===== src/rtl/nintc_pkg.sv =====
package nintc_pkg;
   localparam int          NUM_W    = 10;
   localparam logic [9:0]  NUM_NONE = 10'h3FF;
   localparam int          PRIV_N   = 32;
   localparam int          THR_W    = 4;
   localparam logic [3:0]  THR_RST  = 4'hF;

   localparam logic [14:0] G_CTRL   = 15'h0000;
   localparam logic [14:0] G_SET    = 15'h0030;
   localparam logic [14:0] G_CLR    = 15'h0034;
   localparam logic [14:0] G_ROUTE  = 15'h0100;

   localparam logic [7:0]  C_CAUSE  = 8'h10;
   localparam logic [7:0]  C_THR    = 8'h40;
   localparam logic [7:0]  C_ACK    = 8'h44;
   localparam logic [7:0]  C_MASK   = 8'h48;
   localparam logic [7:0]  C_UNMASK = 8'h4C;
endpackage


===== src/rtl/nintc_src_regs.sv =====
module nintc_src_regs
   import nintc_pkg::*;
#(
   parameter int N_SRC = 64,
   parameter int N_CPU = 4,
   localparam int IDX_W = $clog2(N_SRC)
)(
   input  logic                         clk,
   input  logic                         rst_n,
   input  logic                         set_stb,
   input  logic                         clr_stb,
   input  logic [31:0]                  wdata,
   input  logic                         route_we,
   input  logic [IDX_W-1:0]             route_idx,
   output logic [N_SRC-1:0]             en,
   output logic [N_SRC-1:0][N_CPU-1:0]  route
);

   for (genvar n = 0; n < N_SRC; n++) begin : g_src
      if (n < PRIV_N) begin : g_priv
         // private sources are gated by the per-processor masks instead
         assign en[n] = 1'b1;
      end else begin : g_shared
         always_ff @(posedge clk or negedge rst_n) begin
            if (!rst_n)
               en[n] <= 1'b0;
            else if (set_stb && wdata == 32'(n))
               en[n] <= 1'b1;
            else if (clr_stb && wdata == 32'(n))
               en[n] <= 1'b0;
         end
      end

      always_ff @(posedge clk or negedge rst_n) begin
         if (!rst_n)
            route[n] <= '0;
         else if (route_we && route_idx == IDX_W'(n))
            route[n] <= wdata[N_CPU-1:0];
      end
   end

   // out-of-range numbers leave every enable untouched
   a_r4_oob_ignored: assert property (@(posedge clk) disable iff (!rst_n)
      ((set_stb || clr_stb) && wdata >= 32'(N_SRC)) |=> $stable(en));
   // private numbers on the shared strobes are ignored
   a_r4_priv_ignored: assert property (@(posedge clk) disable iff (!rst_n)
      ((set_stb || clr_stb) && wdata < 32'(PRIV_N)) |=> $stable(en));
   // a valid set strobe leaves the named source enabled
   a_r3_set_takes: assert property (@(posedge clk) disable iff (!rst_n)
      (set_stb && wdata >= 32'(PRIV_N) && wdata < 32'(N_SRC))
      |=> en[$past(wdata[IDX_W-1:0])]);
   // a valid clear strobe leaves the named source disabled
   a_r3_clr_takes: assert property (@(posedge clk) disable iff (!rst_n)
      (clr_stb && wdata >= 32'(PRIV_N) && wdata < 32'(N_SRC))
      |=> !en[$past(wdata[IDX_W-1:0])]);

endmodule


===== src/rtl/nintc_cpu_port.sv =====
module nintc_cpu_port
   import nintc_pkg::*;
#(
   parameter int N_SRC = 64
)(
   input  logic              clk,
   input  logic              rst_n,
   input  logic              ctrl_on,
   input  logic [N_SRC-1:0]  src_in,
   input  logic [N_SRC-1:0]  en,
   input  logic [N_SRC-1:0]  route_col,
   input  logic              mask_stb,
   input  logic              unmask_stb,
   input  logic              thr_we,
   input  logic [31:0]       wdata,
   output logic [31:0]       cause,
   output logic [THR_W-1:0]  thr,
   output logic [NUM_W-1:0]  ack,
   output logic              irq
);

   logic [PRIV_N-1:0] pmask;
   logic [N_SRC-1:0]  allow;
   logic [N_SRC-1:0]  pend;
   logic [NUM_W-1:0]  lowest;
   logic              open_gate;

   for (genvar n = 0; n < PRIV_N; n++) begin : g_mask
      always_ff @(posedge clk or negedge rst_n) begin
         if (!rst_n)
            pmask[n] <= 1'b1;
         else if (mask_stb && wdata == 32'(n))
            pmask[n] <= 1'b1;
         else if (unmask_stb && wdata == 32'(n))
            pmask[n] <= 1'b0;
      end
   end

   always_ff @(posedge clk or negedge rst_n) begin
      if (!rst_n)
         thr <= THR_RST;
      else if (thr_we)
         thr <= wdata[THR_W-1:0];
   end

   assign allow     = {{(N_SRC-PRIV_N){1'b1}}, ~pmask};
   assign pend      = src_in & en & route_col & allow & {N_SRC{ctrl_on}};
   assign open_gate = (thr == '0);

   always_comb begin
      lowest = NUM_NONE;
      for (int i = N_SRC-1; i >= 0; i--)
         if (pend[i]) lowest = NUM_W'(i);
   end

   assign cause = pend[PRIV_N-1:0];
   assign irq   = open_gate && (|pend);
   assign ack   = open_gate ? lowest : NUM_NONE;

   // a raised line always has a source to acknowledge
   a_r9_irq_has_ack: assert property (@(posedge clk) disable iff (!rst_n)
      irq |-> (ack != NUM_NONE));
   // the acknowledged number is a live, routed source
   a_r9_ack_live: assert property (@(posedge clk) disable iff (!rst_n)
      (ack != NUM_NONE) |-> (ack < NUM_W'(N_SRC) && src_in[ack] && route_col[ack]));
   // numbers of 32 or more never touch the private masks
   a_r5_wide_ignored: assert property (@(posedge clk) disable iff (!rst_n)
      ((mask_stb || unmask_stb) && wdata >= 32'(PRIV_N)) |=> $stable(pmask));
   // no line without an active input
   a_r10_needs_src: assert property (@(posedge clk) disable iff (!rst_n)
      irq |-> (|src_in));

endmodule


===== src/rtl/numbered_intc.sv =====
module numbered_intc
   import nintc_pkg::*;
#(
   parameter int N_SRC = 64,
   parameter int N_CPU = 4,
   localparam int IDX_W = $clog2(N_SRC)
)(
   input  logic              clk,
   input  logic              rst_n,
   input  logic              wr_en,
   input  logic [15:0]       addr,
   input  logic [31:0]       wdata,
   output logic [31:0]       rdata,
   input  logic [N_SRC-1:0]  src_in,
   output logic [N_CPU-1:0]  irq_out
);

   if (N_CPU < 1 || N_CPU > 4) begin : g_bad_cpu
      $error("numbered_intc: N_CPU must be 1..4");
   end
   if (N_SRC <= PRIV_N || N_SRC > 1023) begin : g_bad_src
      $error("numbered_intc: N_SRC must be 33..1023");
   end

   logic                        ctrl_on;
   logic                        in_glob, in_cpu;
   logic [14:0]                 goff, roff;
   logic [12:0]                 ridx_w;
   logic                        route_hit;
   logic [1:0]                  csel;
   logic [7:0]                  coff;
   logic [N_SRC-1:0]            en;
   logic [N_SRC-1:0][N_CPU-1:0] route;
   logic [N_CPU-1:0][31:0]      cause_v;
   logic [N_CPU-1:0][THR_W-1:0] thr_v;
   logic [N_CPU-1:0][NUM_W-1:0] ack_v;

   assign in_glob   = !addr[15];
   assign in_cpu    = addr[15] && (addr[14:10] == '0);
   assign goff      = addr[14:0];
   assign csel      = addr[9:8];
   assign coff      = addr[7:0];
   assign roff      = goff - G_ROUTE;
   assign ridx_w    = roff[14:2];
   assign route_hit = in_glob && (goff >= G_ROUTE) && (roff[1:0] == 2'b00)
                      && (ridx_w < 13'(N_SRC));

   always_ff @(posedge clk or negedge rst_n) begin
      if (!rst_n)
         ctrl_on <= 1'b0;
      else if (wr_en && in_glob && goff == G_CTRL)
         ctrl_on <= wdata[0];
   end

   nintc_src_regs #(.N_SRC(N_SRC), .N_CPU(N_CPU)) u_src (
      .clk       (clk),
      .rst_n     (rst_n),
      .set_stb   (wr_en && in_glob && goff == G_SET),
      .clr_stb   (wr_en && in_glob && goff == G_CLR),
      .wdata     (wdata),
      .route_we  (wr_en && route_hit),
      .route_idx (ridx_w[IDX_W-1:0]),
      .en        (en),
      .route     (route)
   );

   for (genvar c = 0; c < N_CPU; c++) begin : g_cpu
      logic [N_SRC-1:0] col;
      logic             sel;
      for (genvar n = 0; n < N_SRC; n++) begin : g_col
         assign col[n] = route[n][c];
      end
      assign sel = wr_en && in_cpu && (csel == 2'(c));

      nintc_cpu_port #(.N_SRC(N_SRC)) u_port (
         .clk        (clk),
         .rst_n      (rst_n),
         .ctrl_on    (ctrl_on),
         .src_in     (src_in),
         .en         (en),
         .route_col  (col),
         .mask_stb   (sel && coff == C_MASK),
         .unmask_stb (sel && coff == C_UNMASK),
         .thr_we     (sel && coff == C_THR),
         .wdata      (wdata),
         .cause      (cause_v[c]),
         .thr        (thr_v[c]),
         .ack        (ack_v[c]),
         .irq        (irq_out[c])
      );
   end

   always_comb begin
      rdata = '0;
      if (in_glob) begin
         if (goff == G_CTRL)
            rdata = {20'b0, NUM_W'(N_SRC), 1'b0, ctrl_on};
         else if (route_hit)
            rdata = 32'(route[ridx_w[IDX_W-1:0]]);
      end else if (in_cpu && 32'(csel) < 32'(N_CPU)) begin
         case (coff)
            C_CAUSE: rdata = cause_v[csel];
            C_THR:   rdata = 32'(thr_v[csel]);
            C_ACK:   rdata = 32'(ack_v[csel]);
            default: rdata = '0;
         endcase
      end
   end

   // with the controller off no line is raised
   a_r2_off_quiet: assert property (@(posedge clk) disable iff (!rst_n)
      !ctrl_on |-> (irq_out == '0));
   // the control bit comes out of reset cleared
   a_r1_ctrl_reset: assert property (@(posedge clk) disable iff (!rst_n)
      $rose(rst_n) |-> !ctrl_on);

endmodule


===== config.mk =====
export PLATFORM = sky130hd
export DESIGN_NAME = numbered_intc
export DESIGN_NICKNAME = d
export VERILOG_FILES = /design/src/rtl/nintc_pkg.sv /design/src/rtl/nintc_src_regs.sv /design/src/rtl/nintc_cpu_port.sv /design/src/rtl/numbered_intc.sv
export SDC_FILE = /design/constraint.sdc
export NUM_CORES = 1
export LEC_CHECK = 0
export ABC_AREA = 0
export BUFFER_PORTS_ARGS = -buffer_cell sky130_fd_sc_hd__buf_2
export CAP_MARGIN = 20
export CELL_PAD_IN_SITES_DETAIL_PLACEMENT = 0
export CELL_PAD_IN_SITES_GLOBAL_PLACEMENT = 1
export CORE_UTILIZATION = 23
export DETAILED_ROUTE_END_ITERATION = 8
export PLACE_DENSITY_LB_ADDON = 0.15
export SLEW_MARGIN = 10
export SYNTH_ARGS = -nofsm -noshare
export SYNTH_HDL_FRONTEND = slang
export SYNTH_HIERARCHICAL = 1
export SYNTH_SLANG_ARGS = --single-unit

===== constraint.sdc =====
create_clock -name clk -period 6.3 [get_ports clk]
set_clock_uncertainty 0.05 [all_clocks]
set_input_delay 0.63 -clock clk [delete_from_list [all_inputs] [get_ports clk]]
set_output_delay 0.63 -clock clk [all_outputs]
set_load 0.01 [all_outputs]

======== After elaboration in Yosys (flattened, before gate mapping) ========
Cells that the tools add are included.
storage, ports and cells
  word-level logic and storage cells ...... 1,569
  output and inout port bits .............. 36
  register bits after elaboration ......... 433
cells by class
  equality and inequality tests ........... 136
  $lt $le $gt $ge ......................... 4
  $add $sub $neg .......................... 1
  multiplexer cells ....................... 593
  reductions and logical operators ........ 589
  bitwise gates (word level) .............. 17
operators with widths
  cell                 count
  $mux 10              261
  $eq 32x6->1 const B  32
  $and 64x64->64       13
  $eq 32x5->1 const B  16
  $logic_and 1x1->1    414
  $mux 1               320
  $reduce_bool 2->1    160
  $eq 32x4->1 const B  8
  $reduce_or 64->1     4
  $eq 6x6->1 const B   32
  $eq 32x3->1 const B  4
  $not 32->32          4
  $eq 6x5->1 const B   16
  $mux 32              3
  $pmux 32 s3          1
  $bmux 32 s2          1
  $eq 32x2->1 const B  2
  $eq 6x4->1 const B   8
  $eq 32x1->1 const B  1
  $eq 8x7->1 const B   4
  $logic_not 32->1     1
  $eq 15x6->1 const B  2
  $bmux 4 s6           1
  $eq 6x3->1 const B   4
  other kinds (20)     28

======== Depth between registers and ports, before layout ========
Gate-level depths: netlist (run 1).
  depth in word-level cells ............... 74
  depth in mapped cells ................... 14
  depth with buffers taken out ............ 12

======== By module ========
Netlist (run 1), hierarchy kept.
modules (own cells, without submodules)
  module          area each (um^2)  seq. area each (um^2)  instances  cells each
  nintc_cpu_port  3,070.4           945.9                  4          399
  nintc_src_regs  11,696.2          7,206.9                1          814
  numbered_intc   3,982.6           25.0                   1          376

======== Worst setup path before layout (run 1) ========
OpenSTA, ideal clock, no wires.
  path type ............................... input to register
  start ................................... in addr[9]
  end ..................................... reg u_src/route[28] (netlist name)
  stages on the path ...................... 12
  setup time .............................. 0.125 ns
  path slack .............................. 2.459 ns
  data required time ...................... 6.125 ns
  data arrival time ....................... 3.666 ns
  cells stage by stage .................... buf_2 buf_2 buf_1 inv_1 ha_1 xnor2_1 nand4_1 nor3_1 and2_1 or3b_2 nor2_4 mux2_2
on the way
  word-level cells in the longest chain between the ends .. 6
  elaborated cells between the ends (all ways) .. 8
ends and longest elaborated chain
  what                                                                   RTL line              source
  start: declaration                                                     numbered_intc.sv:11   input logic [15:0] addr,
  parallel branches: the longest is 3 deep, another holds $sub 15x9->15  n/a
  $logic_and 1x1->1 *                                                    numbered_intc.sv:46   && (ridx_w < 13'(N_SRC));
  $logic_and 1x1->1 *                                                    numbered_intc.sv:61   .route_we (wr_en && route_hit),
  $logic_and 1x1->1 *                                                    nintc_src_regs.sv:37  else if (route_we && route_idx == IDX_W'(n))
  end signal: indexed assignment                                         nintc_src_regs.sv:38  route[n] <= wdata[N_CPU-1:0];
  end: declaration                                                       nintc_src_regs.sv:16  output logic [N_SRC-1:0][N_CPU-1:0] route
Every way passes the cells marked *.
A chain may end at the register's enable or synchronous reset.

==> reports/results.tsv, run 1 <==
metric	value	unit
status	complete, but fails checks	
Clk network pwr share	51.9	%
crit path kind	reg -> out	
drc violations	0	
Max Root-Sink Buffers	3	
Cell Area, Synth	0.0280	mm2
Clock Root Buffer	clkbuf_16	
Critical Path Start Type	flip-flop	
post-synth cell types	83	
Async SR Flop Fraction	100	%
WL per Instance	35.7	um
Post-Syn Instances	2786	
Period minus WS final	6090	ps
hold buffer count at cts	0	
Slew HR	16.7	%
CP Max Fanout	44	
I/O pins	151	
vias per std cell	5.68	
RSZ-0062 raised after global routing	false	
proportion of synthesized area in mux cells	20.2	%
fmax	164	MHz
Synth Area in XOR/XNOR	0.0313	%
most frequent cell after synthesis	o21ai_0	
H-tree depth	2	
Flop pwr share	41.7	%
global route overflow	0	
largest net degree at the start of global routing	135	
max_cap viols	0	
Final Max Tran Viols	0	
synth cell count leaders	o21ai_0 (305), dfrtp_1 (289), mux2_2 (274)	
Synth-to-Final Area Change	16.6	%
via count	26055	
port bufs	150	
placed cell count	4479	
Fin Hold WS	-44.3	ps
Int Power	4.95	mW
Global Route Usage Sum	26.0	%
main combinational cell family by area after synthesis	simple AND/OR/NAND/NOR gates	
clk_lat worst skew	670	ps
ys flop type	dfrtp_1	
syn avg cell area	10.0	um2
DR iter-0 viols	2968	
RePlAce Congestion	1.03	
adder-cell share of the synthesized area	0.179	%
FF+latch count, synth	433	
Sw Share	25.9	%
post-detail-place hpwl	132000	um
ranking of synthesized cells by area	dfrtp_1 (26%), dfstp_2 (14%), mux2_2 (11%)	
Worst-path clk slew	60	ps
Initial Util	23.2	%
Die ar.	0.123	mm2
Yosys top cell by area	dfrtp_1	
first-pass GRT wire length	220000	um
die height	351	um
share of cells above drive strength 1	31.0	%
Synth Warn #	6	
final hold violation count	5	
combinational power share	6.4	%
top cell type's share of synthesized area	25.9	%
# rows	127	
worst hold path type	in -> async	
clock sink count	433	
CTS tree	built	
Routed Antenna Nets	0	
worst slew pin tran	1240	ps
P_sw	1.73	mW
post-synthesis compound-gate area fraction	13.1	%
initial antenna violation count	19	
Nets	3046	
die width	351	um
vias in the first global route	25120	
failing checks	negative hold slack	
Pre-antenna DRT Iters	6	
total leakage power	13.7	nW
EDFF count, synth	0	
Arr. time, crit path	5410	ps
Cell Pwr Density	205	mW/mm2
maximum vdd drop	0.225	mV
simple-gate share of the synthesized area	22.6	%
Crit. End Element	output port	
Layout Cells excl Fill	4588	
post-synthesis sequential area ratio	39.4	%
final setup fails	0	
TNS Setup	0	ps
WL final	164000	um
core area	0.120	mm2
period utilization	96.6	%
Critical Path RT	5620	ps
Num CTS Buffers	55	
==> cell type report <==
type | instances | area (um2)
fillers | 12786 | 87700
clock inverters | 25 | 362
multi-input cells | 2158 | 15900
flip-flops and latches | 433 | 11000
repair buffers | 223 | 1450
clock buffers | 78 | 1630
well taps | 1612 | 2020
diodes | 3 | 7.51
inverters | 56 | 210
==> metal layers <==
layer	part of all wire [%]	GRT usage, %	up-vias
met2	42	37.6	1165
met1	48	39.0	13695
li1	-	-	11034
met4	2.4	5.72	6
met5	0.026	0	-
met3	7.9	5.64	155
==> cells by family (layout without fill, tap and decap cells) <==
family	Yosys count	count (layout)
compound gates	603	603
xor+xnor	1	1
mux	418	418
simple gates	1100	1100
flops	433	433
other cells	1	35
buf+inv	226	382
fa+ha+maj	4	4
==> through the flow <==
step / instance area (um2) / util [%] / power (mW) / hold WS, ps / setup slack (ps)
after detailed placement: 30500 / 25.4 / 3.26 / 436 / 503
after CTS: 32500 / 27.0 / 6.79 / 3.17 / 17.3
after global routing: 32600 / 27.1 / 6.92 / 11.2 / 36.7
after global placement: 30500 / 25.3 / 3.26 / 431 / 482
final: 32600 / 27.1 / 6.69 / -44.3 / 214
after floorplan: 28100 / - / 3.00 / 284 / 2460
==> cells in the final DEF, fill, tap and decap left out, types with 24 or more instances in the layout <==
master,synthesis,final
o21ai_0,305,305
dfrtp_1,289,288
mux2_2,274,274
nand4_1,264,264
nand2_1,189,189
nor2_1,151,150
dfstp_2,144,144
buf_2,27,144
mux4_2,89,89
buf_4,53,66
nand3_1,61,61
nor4_1,63,60
clkbuf_16,0,56
mux2i_1,55,55
nor3_1,59,54
inv_1,51,51
a21oi_1,48,48
nor2b_1,45,44
and4_1,44,44
o31ai_1,44,44
o21ai_1,34,34
conb_1,1,32
and2_1,31,31
a22oi_1,30,30
o211ai_1,29,29
nand2b_1,24,24
and3_1,24,24
a211oi_1,24,24
==> power groups by stage <==
stage          Sequential [mW]  Combinational (mW)  Clock [mW]
2_1_floorplan             2.83               0.162           0
3_3_place_gp              2.83               0.426           0
3_5_place_dp              2.83               0.428           0
4_1_cts                   2.79               0.429        3.57
5_1_grt                   2.79               0.455        3.68
6_report                  2.79               0.430        3.47
==> critical path, cell delays in order (launching register included) <==
cell and delay (ps):
dfrtp_4 730, buf_4 490, nand4_1 300, inv_1 110, o21ai_0 100, a21o_1 190, o2111a_1 300, o211ai_1 460
a31oi_1 220, mux4_2 510, a32oi_1 260, o2111ai_1 290, a2111o_1 590, buf_2 190
==> worst paths after layout <==
check	start	endpoint	slack (ps)	depth (start not counted)
max reg2reg	ctrl_on	ctrl_on	4900	2
min reg2reg	g_cpu[1].u_port/pmask[8]	g_cpu[1].u_port/pmask[8]	440	2
max in group asynchronous	rst_n	u_src/route[55]	4640	2
max	ctrl_on	rdata[0]	210	13
min	rst_n	u_src/route[13]	-40	1
min in group clk	wdata[1]	g_cpu[2].u_port/pmask[19]	410	3
==> repair_timing <==
item,CTS,global route
gates cloned,0,0
setup buffers,0,2
gates resized for setup,3,0
endpoints found under the setup margin,1,2
==> sequential cells by signal, indices dropped and copies added (netlist names) <==
name,flops
g_cpu.u_port/pmask,128
g_cpu.u_port/thr,16
ctrl_on,1
u_src/en,32
u_src/route,256
(Power assumes the default switching activity.)
==> run 2, diff against run 1 <==
Settings changed: CORE_MARGIN set to 2.
==> run 2 against run 1 <==
- the run now ends clean
- sequential power barely moved
- critical path depth rose by 2
- routed wire length rose by 0.30%
- global-route usage fell by 0.37 points
- register-to-register slack got worse by 80 ps
- setup slack got worse by 190 ps
- clock power fell by 3%
- utilization barely moved
- largest power group unchanged
- highest routed layer unchanged
==> reports/results.tsv, run 2 (same netlist as run 1, synthesis figures left out) <==
metric	value	unit	change
status	completed		was complete, but fails checks
RePlAce Congestion	1.01		was 1.03
Clock Root Buffer	clkbuf_16		unchanged
Multi-input gate area	0.0159	mm2	about the same
share of cells above drive strength 1	31.0	%	about the same
Cell Pwr Density	202	mW/mm2	was 205 mW/mm2
# rows	127		unchanged
post-route setup slack	27.6	ps	was 214 ps
vias per std cell	5.80		was 5.68
vias in the first global route	25459		was 25120
R2R depth	2		unchanged
worst flop-to-flop path endpoint	ctrl_on		unchanged
Slowest-stage cell, CP	dfrtp_4		unchanged
Nets	3055		was 3046
Pre-antenna DRT Iters	5		was 6
Critical Path RT	5620	ps	about the same
largest net degree at the start of global routing	161		was 135
DR iter-0 viols	3236		was 2968
Fin Hold WS	405	ps	was -44.3 ps
combinational power share	6.6	%	was 6.4%
Slew HR	20.1	%	was 16.7%
Initial Util	23.2	%	unchanged
global route overflow	0		unchanged
maximum vdd drop	0.194	mV	was 0.225 mV
Worst-path clk slew	60	ps	about the same
commonest non-fill, non-tap cell in the layout	o21ai_0		unchanged
initial antenna violation count	10		was 19
Sw Share	25.6	%	was 25.9%
Hold EP	ctrl_on		
Finished Cell Area	0.0325	mm2	was 0.0326 mm2
total leakage power	13.7	nW	about the same
Area after DPL	0.0305	mm2	about the same
Int Power	4.90	mW	was 4.95 mW
biggest regs	u_src/route: 256 flops, g_cpu.u_port/pmask: 128 flops, u_src/en: 32 flops		unchanged
met2 WL post-DR	68500	um	about the same
drc violations	0		unchanged
Period minus WS final	6270	ps	was 6090 ps
Top Layer Used	met5		unchanged
Global Route Usage Sum	25.7	%	was 26.0%
max_cap viols	0		unchanged
final setup fails	0		unchanged
die height	353	um	was 351 um
metal3 WL	13300	um	was 12900 um
CTS tree	built		unchanged
reg2reg start	ctrl_on		unchanged
worst slew pin tran	1200	ps	was 1240 ps
core area	0.120	mm2	unchanged
Critical Path Start Type	flip-flop		unchanged
post-place setup slack	614	ps	was 503 ps
Worst path max stage delay	650	ps	was 730 ps
total power draw	6.59	mW	was 6.69 mW
via count	26696		was 26055
CP Max Fanout	60		was 44
Routed Antenna Nets	0		unchanged
P_sw	1.69	mW	was 1.73 mW
Synth-to-Final Area Change	16.4	%	was 16.6%
hold path startpoint	addr[0]		
CP Cell Sequence	buf_12 > buf_4 > and4_1 > nand2b_1 > nor3_1 > nand2b_1 > a2111oi_1 > o31a_1 > o21ai_1 > mux4_2 > nand2_1 > nand2_1 > a32oi_1 > o2111ai_1 > buf_2		was buf_4 > nand4_1 > inv_1 > o21ai_0 > a21o_1 > o2111a_1 > o211ai_1 > a31oi_1 > mux4_2 > a32oi_1 > o2111ai_1 > a2111o_1 > buf_2
fin util	27.1	%	about the same
Final Max Tran Viols	0		unchanged
final hold violation count	0		was 5
Max Root-Sink Buffers	3		unchanged
port bufs	150		unchanged
FF/Latch Area	0.0110	mm2	unchanged
crit path kind	reg -> out		unchanged
post-detail-place hpwl	132000	um	about the same
hold depth	4		
die width	353	um	was 351 um
Flop pwr share	42.3	%	was 41.7%
commonest cells after routing, fill and taps aside	o21ai_0 (305), dfrtp_1 (288), mux2_2 (274)		unchanged
fmax	159	MHz	was 164 MHz
RSZ-0062 raised after global routing	false		unchanged
Largest register FFs	256		unchanged
period utilization	99.6	%	was 96.6%
fillers	12795		was 12786
worst hold path type	in -> reg		was in -> async
WL per Instance	35.7	um	about the same
Top reg by flops	u_src/route		unchanged
Crit. End Element	output port		unchanged
Layout Cells excl Fill	4600		was 4588
Die ar.	0.124	mm2	was 0.123 mm2
Reg2Reg Setup Slack	4820	ps	was 4900 ps
Met1 Wirelength	78100	um	was 78500 um
I/O pins	151		unchanged
WL final	164000	um	about the same
H-tree depth	2		unchanged
clk_lat worst skew	660	ps	was 670 ps
TNS Setup	0	ps	unchanged
Num CTS Buffers	55		unchanged
Clk network pwr share	51.1	%	was 51.9%
placed cell count	4487		was 4479
first-pass GRT wire length	222000	um	was 220000 um
clock sink count	433		unchanged
Arr. time, crit path	5590	ps	was 5410 ps
-- run 2: changes by cell type in the layout (fill, tap and decap cells not counted), moves of 2 or more --
| cell | previous run | this run |
|---|---|---|
| buf_12 | 8 | 5 |
| buf_4 | 66 | 75 |
| bufinv_16 | 6 | 4 |
| clkbuf_1 | 7 | 9 |
| clkbuf_8 | 15 | 19 |
| clkinv_16 | 2 | 0 |
| diode_2 | 3 | 5 |
| o41ai_1 | 5 | 8 |
| o41ai_2 | 3 | 0 |
-- run 2: routing by layer --
metal | track usage, % | vias up
li1 | - | 11052
met1 | 38.8 | 14058
met2 | 36.8 | 1412
met3 | 4.77 | 172
met4 | 6.91 | 2
met5 | 0 | -
-- run 2: area by class of cell --
cell class / count / share of cell area (%)
multi-input combinational: 2158 / 48.7
sequential: 433 / 33.9
tap: 1612 / 6.20
clock buffer: 84 / 5.21
timing repair buffer: 232 / 4.61
clock inverter: 20 / 0.707
inverter: 56 / 0.646
antenna: 5 / 0.0384
-- run 2: power by group through the flow --
stage / Sequential, mW / Clock (mW) / Combinational [mW]
after floorplan: 2.83 / 0 / 0.162
after global placement: 2.83 / 0 / 0.426
after detailed placement: 2.83 / 0 / 0.429
after CTS: 2.79 / 3.44 / 0.430
after global routing: 2.79 / 3.57 / 0.457
final: 2.79 / 3.37 / 0.432
-- run 2: worst max-delay path, delay by kind of cell (launching register included) --
kind                   cells  cell delay [ps]
multiplexers               1              560
flip-flops                 1              650
buffers and inverters      3              830
AO/OA/AOI/OAI              5             1870
AND/OR/NAND/NOR            6              920
-- run 2: worst max path at each step --
stage	startpoint	to
2_1_floorplan	addr[9]	u_src/route[28]
3_3_place_gp	ctrl_on	rdata[3]
3_5_place_dp	ctrl_on	rdata[3]
4_1_cts	ctrl_on	rdata[3]
5_1_grt	ctrl_on	rdata[3]
6_report	ctrl_on	rdata[3]
-- run 2: repair_timing --
item / in CTS / in global routing
endpoints found under the setup margin: 1 / 1
hold buffers: 1 / 0
resized for setup: 1 / 0
endpoints found under the hold margin: 38 / 0
setup buffers: 1 / 1
==> run 3, diff against run 2 <==
Settings changed: BUFFER_PORTS_ARGS -buffer_cell sky130_fd_sc_hd__buf_2 to -buffer_cell sky130_fd_sc_hd__buf_4, CORE_UTILIZATION 23 to 30.
==> run 3 against run 2 <==
- clock power is 8.3% lower
- critical path depth is 2 lower
- first-iteration DRC count is 3.2% higher
- hold slack worse by 400 ps
- register-to-register slack worse by 70 ps
==> reports/results.tsv, run 3 (same netlist as run 1, synthesis figures left out) <==
metric	value	unit	change
RePlAce Congestion	1.06		was 1.01
worst flop-to-flop path endpoint	ctrl_on		unchanged
metal3 WL	16300	um	was 13300 um
# rows	111		was 127
total power draw	6.31	mW	was 6.59 mW
share of cells above drive strength 1	30.1	%	was 31.0%
fillers	9375		was 12795
TNS Setup	0	ps	unchanged
die width	309	um	was 353 um
port bufs	150		unchanged
DR iter-0 viols	3339		was 3236
maximum vdd drop	0.200	mV	was 0.194 mV
CTS tree	built		unchanged
Clock Root Buffer	clkbuf_16		unchanged
R2R depth	2		unchanged
placed cell count	4100		was 4487
commonest cells after routing, fill and taps aside	o21ai_0 (305), dfrtp_1 (288), mux2_2 (274)		unchanged
first-pass GRT wire length	209000	um	was 222000 um
vias in the first global route	25339		was 25459
Die ar.	0.0957	mm2	was 0.124 mm2
Reg2Reg Setup Slack	4750	ps	was 4820 ps
hold buffer count at cts	0		was 1
CP Max Fanout	43		was 60
reg2reg start	ctrl_on		unchanged
Worst Setup SP	ctrl_on		unchanged
biggest regs	u_src/route: 256 flops, g_cpu.u_port/pmask: 128 flops, u_src/en: 32 flops		unchanged
Period minus WS final	6220	ps	was 6270 ps
Worst path max stage delay	850	ps	was 650 ps
WL per Instance	36.5	um	was 35.7 um
final setup fails	0		unchanged
CP endpoint	rdata[0]		was rdata[3]
RSZ-0062 raised after global routing	false		unchanged
Global Route Usage Sum	31.7	%	was 25.7%
Cell Pwr Density	197	mW/mm2	was 202 mW/mm2
post-detail-place hpwl	122000	um	was 132000 um
final hold violation count	0		unchanged
Slew HR	15.1	%	was 20.1%
CP Cell Sequence	buf_4 > nand4_1 > nor2_1 > inv_1 > a21oi_1 > nor2_1 > o41ai_1 > a31oi_1 > mux4_2 > a32oi_1 > o2111ai_1 > a2111o_1 > buf_4		was buf_12 > buf_4 > and4_1 > nand2b_1 > nor3_1 > nand2b_1 > a2111oi_1 > o31a_1 > o21ai_1 > mux4_2 > nand2_1 > nand2_1 > a32oi_1 > o2111ai_1 > buf_2
total leakage power	13.6	nW	was 13.7 nW
fin util	34.8	%	was 27.1%
Arr. time, crit path	5540	ps	was 5590 ps
clock sink count	433		unchanged
clk_lat worst skew	660	ps	about the same
Top Layer Used	met4		was met5
vias per std cell	6.25		was 5.80
Met1 Wirelength	70300	um	was 78100 um
worst slew pin tran	1260	ps	was 1200 ps
I/O pins	151		unchanged
initial antenna violation count	5		was 10
Routed Antenna Nets	0		unchanged
FF/Latch Area	0.0110	mm2	unchanged
Critical Path RT	5620	ps	about the same
Top reg by flops	u_src/route		unchanged
Fin Hold WS	5.40	ps	was 405 ps
Critical Path Start Type	flip-flop		unchanged
die height	309	um	was 353 um
drc violations	0		unchanged
period utilization	98.8	%	was 99.6%
Layout Cells excl Fill	4209		was 4600
Pre-antenna DRT Iters	6		was 5
WL final	154000	um	was 164000 um
H-tree depth	2		unchanged
worst hold path type	in -> async		was in -> reg
Num CTS Buffers	54		was 55
Worst-path clk slew	60	ps	about the same
core area	0.0921	mm2	was 0.120 mm2
max_cap viols	0		unchanged
Max Root-Sink Buffers	3		unchanged
Crit. End Element	output port		unchanged
status	completed		unchanged
fmax	161	MHz	was 159 MHz
Largest register FFs	256		unchanged
largest net degree at the start of global routing	125		was 161
via count	26324		was 26696
global route overflow	0		unchanged
Nets	3034		was 3055
commonest non-fill, non-tap cell in the layout	o21ai_0		unchanged
Slowest-stage cell, CP	dfrtp_4		unchanged
Final Max Tran Viols	0		unchanged
met2 WL post-DR	63000	um	was 68500 um
Multi-input gate area	0.0159	mm2	about the same
crit path kind	reg -> out		unchanged
Initial Util	30.4	%	was 23.2%
Synth-to-Final Area Change	14.7	%	was 16.4%
==> run 3: cell count changes in the layout (fill, tap and decap cells not counted), sizes merged <==
cell / delta
diode: +3
clkinvlp: -3
bufinv: -2
dlygate4sd3: -1
inv: +1
buf: -18
clkinv: +4
clkbuf: -6
==> run 3: worst min path at each step <==
| stage | start | to | slack [ps] | depth (start not counted) |
|---|---|---|---|---|
| finish | rst_n | u_src/route[249] | 5 | 1 |
| global route | rst_n | u_src/route[245] | 100 | 1 |
| CTS | rst_n | u_src/route[81] | 50 | 1 |
| detailed placement | g_cpu[3].u_port/pmask[11] | g_cpu[3].u_port/pmask[11] | 440 | 2 |
| global placement | g_cpu[3].u_port/pmask[24] | g_cpu[3].u_port/pmask[24] | 430 | 2 |
| floorplan | rst_n | ctrl_on | 280 | 0 |
==> run 3: timing repair <==
action / CTS / global route
resized for setup: 0 / 2
setup endpoints to repair: 1 / 1
setup buffers: 1 / 0
==> run 3: area by class of cell <==
type / count / area share (%)
multi-input combinational: 2158 / 49.4
clock inverter: 20 / 0.640
clock buffer: 79 / 4.75
sequential: 433 / 34.3
tap: 1243 / 4.85
antenna: 8 / 0.0624
timing repair buffer: 212 / 5.25
inverter: 56 / 0.655
==> run 3: power breakdown <==
group / internal, mW / switching (mW)
registers: 2.79 / 0.000926
logic: 0.114 / 0.321
clock network: 1.77 / 1.32
==> run 3: critical path: cells and delay by family (launching register included) <==
family / cells / cell delay [ps]
AND/OR/NAND/NOR: 3 / 790
buffers and inverters: 3 / 620
multiplexers: 1 / 530
flip-flops: 1 / 850
AO/OA/AOI/OAI: 6 / 2020
==> run 3: layer usage <==
metal	track usage, %	vias to the layer above
met4	8.59	0
met1	47.1	13710
met5	0	-
li1	-	11003
met2	45.0	1439
met3	8.48	172
==> run 3: stage by stage <==
stage	cell area, um2	worst slack (ps)
floorplan	28100	2460
global placement	30300	506
detailed placement	30300	548
CTS	32000	68.0
global route	32100	138
finish	32100	78.2
